File: src/rtl/ind_test_irq.sv
module ind_test_irq #(
  parameter int NUM_IND = 64,
  parameter int BASE_W  = 10,
  localparam int SEL_W  = $clog2(NUM_IND),
  localparam int VEC_W  = BASE_W + SEL_W
) (
  input  logic               clk,
  input  logic               rst,
  input  logic [NUM_IND-1:0] set_pulse,
  input  logic               test_valid,
  input  logic [SEL_W-1:0]   test_sel,
  input  logic               test_on,
  input  logic               test_clear,
  input  logic               mask_load,
  input  logic [NUM_IND-1:0] mask_data,
  input  logic               base_load,
  input  logic [BASE_W-1:0]  base_data,
  output logic               br_taken,
  output logic               irq_req,
  output logic [SEL_W-1:0]   irq_index,
  output logic [VEC_W-1:0]   irq_vector
);

  logic [NUM_IND-1:0] ind_q, mask_q, clr_vec, pend;
  logic [BASE_W-1:0]  base_q;

  assign clr_vec = (test_valid && test_clear) ? (NUM_IND'(1) << test_sel) : '0;

  always_ff @(posedge clk) begin
    if (rst) begin
      ind_q  <= '0;
      mask_q <= '0;
      base_q <= '0;
    end else begin
      ind_q <= (ind_q & ~clr_vec) | set_pulse;
      if (mask_load) mask_q <= mask_data;
      if (base_load) base_q <= base_data;
    end
  end

  assign br_taken = test_valid && (ind_q[test_sel] == test_on);

  assign pend    = ind_q & mask_q;
  assign irq_req = |pend;

  always_comb begin
    irq_index = '0;
    for (int i = NUM_IND - 1; i >= 0; i--)
      if (pend[i]) irq_index = i[SEL_W-1:0];
  end

  assign irq_vector = {base_q, irq_index};

  logic [NUM_IND-1:0] below_idx;
  assign below_idx = ~({NUM_IND{1'b1}} << irq_index);

  assert_reset_clear_R1: assert property (@(posedge clk) disable iff (rst)
    $past(rst) |-> (ind_q == '0 && mask_q == '0 && !irq_req));

  assert_sticky_set_R6: assert property (@(posedge clk) disable iff (rst)
    !$past(rst) |-> ((ind_q & $past(set_pulse)) == $past(set_pulse)));

  assert_clear_applies_R4: assert property (@(posedge clk) disable iff (rst)
    (!$past(rst) && $past(test_valid && test_clear) && !$past(set_pulse[test_sel]))
      |-> !ind_q[$past(test_sel)]);

  assert_req_source_R7: assert property (@(posedge clk) disable iff (rst)
    irq_req |-> (ind_q[irq_index] && mask_q[irq_index]));

  assert_lowest_first_R8: assert property (@(posedge clk) disable iff (rst)
    irq_req |-> ((pend & below_idx) == '0));

  assert_mask_load_R9: assert property (@(posedge clk) disable iff (rst)
    (!$past(rst) && $past(mask_load)) |-> (mask_q == $past(mask_data)));

  assert_no_test_no_take_R3: assert property (@(posedge clk) disable iff (rst)
    !test_valid |-> !br_taken);

endmodule

File: config.mk
export PLATFORM = sky130hd
export DESIGN_NAME = ind_test_irq
export DESIGN_NICKNAME = d
export VERILOG_FILES = /design/src/rtl/ind_test_irq.sv
export SDC_FILE = /design/constraint.sdc
export NUM_CORES = 1
export LEC_CHECK = 0
export BUFFER_PORTS_ARGS = -buffer_cell sky130_fd_sc_hd__buf_2
export CAP_MARGIN = 20
export CORE_ASPECT_RATIO = 1.1
export CORE_UTILIZATION = 53
export CTS_CLUSTER_SIZE = 10
export DETAILED_ROUTE_END_ITERATION = 10
export GPL_ROUTABILITY_DRIVEN = 0
export PLACE_DENSITY = 0.78
export SYNTH_ARGS = -nofsm -noshare
export SYNTH_HDL_FRONTEND = slang
export SYNTH_SLANG_ARGS = --single-unit
File: constraint.sdc
create_clock -name clk -period 2.45 [get_ports clk]
set_clock_uncertainty 0.05 [all_clocks]
set_input_delay 0.245 -clock clk [delete_from_list [all_inputs] [get_ports clk]]
set_output_delay 0.245 -clock clk [all_outputs]
set_load 0.03 [all_outputs]
==> flow_metrics.tcl <==
set metrics [dict create \
    status "finished with violations" \
    failed_checks "hold timing, setup timing" \
    fmax_mhz 378 \
    drv_slew 0 \
    wl_per_cell_um 18.3 \
    antenna_left 0 \
    required_ps 2150 \
    synth_warnings 0 \
    mostFrequentLayoutCells "buf_2 (158), dfxtp_1 (118), mux2i_1 (90)" \
    setup_violations 10 \
    numCtsBuffers 17 \
    nets 1148 \
    dieArea_um2 12900 \
    min_period_ps 2650 \
    grt_pass1_wl_um 32300 \
    powerDensity_nw_per_um2 737 \
    grt_overflow 0 \
    place_area_um2 7660 \
    start_util_pct 54.8 \
    antenna_found_initial 0 \
    dp_hpwl_um 14300 \
    hold_class "in2reg" \
    synth-seq-cells 138 \
    peakVddDrop_mv 0.620 \
    ys_seq_area_share_pct 41.7 \
    area_growth_pct 37.2 \
    drive_gt1_share_pct 30.3 \
    drt_wl_total_um 21300 \
    finish.instance_area_um2 9090 \
    leakagePower_nw 4.28 \
    max_slew_margin_pct 48.7 \
    async_flop_share_pct 0 \
    arrival_ps 2350 \
    synth.cell_area_um2 6620 \
    port_buffers 174 \
    drt_first_pass_iters 5 \
    hold_depth 3 \
    worstSkewPairLatency_ps 430 \
    critPathMaxFanout 2 \
    grt_pass1_vias 6618 \
    clockBufferDepth 2 \
    timing.final.hold_violations 4 \
    hold_slack_ps -4.11 \
    cts_root_buf "clkbuf_16" \
    fillers 877 \
    cts_tree "done" \
    layout_setup_ws_ps -197 \
    drt_iter0_drc 579 \
    pre_cts_slack_ps -84.1 \
    synthCells 782 \
    min_period_over_period_pct 108 \
    clk_pin_slew_worst_paths_ps 60 \
    tns_ps -1070 \
    viasPerCell 5.96 \
    grt_max_degree 58 \
    drv_cap 0 \
    synth_flop_cell "dfxtp_1" \
    num_vias 6938 \
    grt_setup_unrepaired "yes" \
    synth_cell_types 49 \
    cts.htree.levels 4 \
    pin_count 175 \
    start_kind "flip-flop" \
    grt_usage_pct 32.9 \
    path_class "reg2out" \
    die_y_um 119 \
    synth_edf_count 0 \
    regArea_um2 2800 \
    multi_input_area_um2 3640 \
    final_common_cell "buf_2" \
    fp.coreArea_um2 12100 \
    end_kind "output pin" \
    syn_nets 933 \
    clock_sinks 138 \
    diodes 0 \
    die_w_um 109 \
    tightest_slew_ps 765 \
    avgSynthCellArea_um2 8.47 \
    drc 0 \
    rows 42 \
    r2r_cells 2 \
]
[stage by stage]
step                total power [mW]  instances  hold slack, ps  util (%)
finish                          6.70       1164           -4.11      75.2
global route                    6.92       1164           0.823      75.2
CTS                             6.57       1159           0.306      73.4
detailed placement              3.59       1084             431      63.4
global placement                3.57       1084             422      63.4
floorplan                       3.25        782             324         -
[power breakdown]
group	internal (mW)	leakage [nW]	switching, mW	total, mW
clock network	1.88	0.315	0.978	2.86
registers	2.40	1.15	0.148	2.55
logic	0.591	2.81	0.697	1.29
[cell type report]
type | count | share of cell area, %
inverter | 68 | 2.81
clock inverter | 11 | 2.11
clock buffer | 21 | 5.18
multi-input combinational | 535 | 40.1
timing repair buffer | 237 | 16.9
tap | 154 | 2.12
sequential | 138 | 30.8
[flip-flops by register name, indices dropped and copies added, names as in the netlist]
signal and flops:
base_q 10, mask_q 64, ind_q 64
[worst max-delay path, cell delays in order (launching register included)]
cell and delay [ps]:
dfxtp_2 320, mux4_2 480, a22oi_2 200, nand4_1 150
or4b_1 480, nand4_1 140, buf_6 150
[metal layers]
layer / global-route usage, % / vias up / part of all wire [%]
met5: 0 / - / 0
met4: 17.4 / 0 / 4.7
met3: 7.72 / 87 / 8.4
met2: 55.1 / 395 / 49
met1: 38.5 / 3240 / 38
li1: - / 3216 / -
[timing repair]
item,in CTS,in global routing
setup endpoints to repair,14,14
resized for setup,55,50
endpoints found under the hold margin,34,3
hold buffers,34,3
pin swaps,13,19
setup buffers,9,2
[cell usage after synthesis (7+ instances only)]
cell | number | area (µm²)
nand2_1 | 64 | 240
nor2b_1 | 7 | 43.8
a21oi_1 | 80 | 400
nand3_1 | 20 | 100
mux4_1 | 7 | 184
nor2_1 | 83 | 312
dfxtp_1 | 138 | 2760
buf_1 | 8 | 30.0
o21ai_1 | 13 | 65.1
a22oi_1 | 27 | 203
mux2i_1 | 90 | 901
inv_1 | 68 | 255
clkbuf_1 | 23 | 86.3
nand4_1 | 17 | 106
o21ai_0 | 56 | 280
[kinds of logic (layout without fill, tap and decap cells)]
kind of cell           after synthesis  count (layout)  share of synthesized area [%]
and+or+nand+nor                    219             219                           15.0
AOI/OAI and AO/OA                  218             218                           19.9
DFF                                138             138                           41.7
buffers and inverters              109             337                           6.69
muxes                               98              98                           16.7
[final timing paths]
| kind | startpoint | slack [ps] | to |
|---|---|---|---|
| max | ind_q[31] | -200 | br_taken |
| min | mask_data[31] | -4 | mask_q[31] |
| max reg2reg | ind_q[57] | 1580 | ind_q[57] |
| min reg2reg | mask_q[18] | 440 | mask_q[18] |
Note: power is estimated with default switching activity, not from simulation.
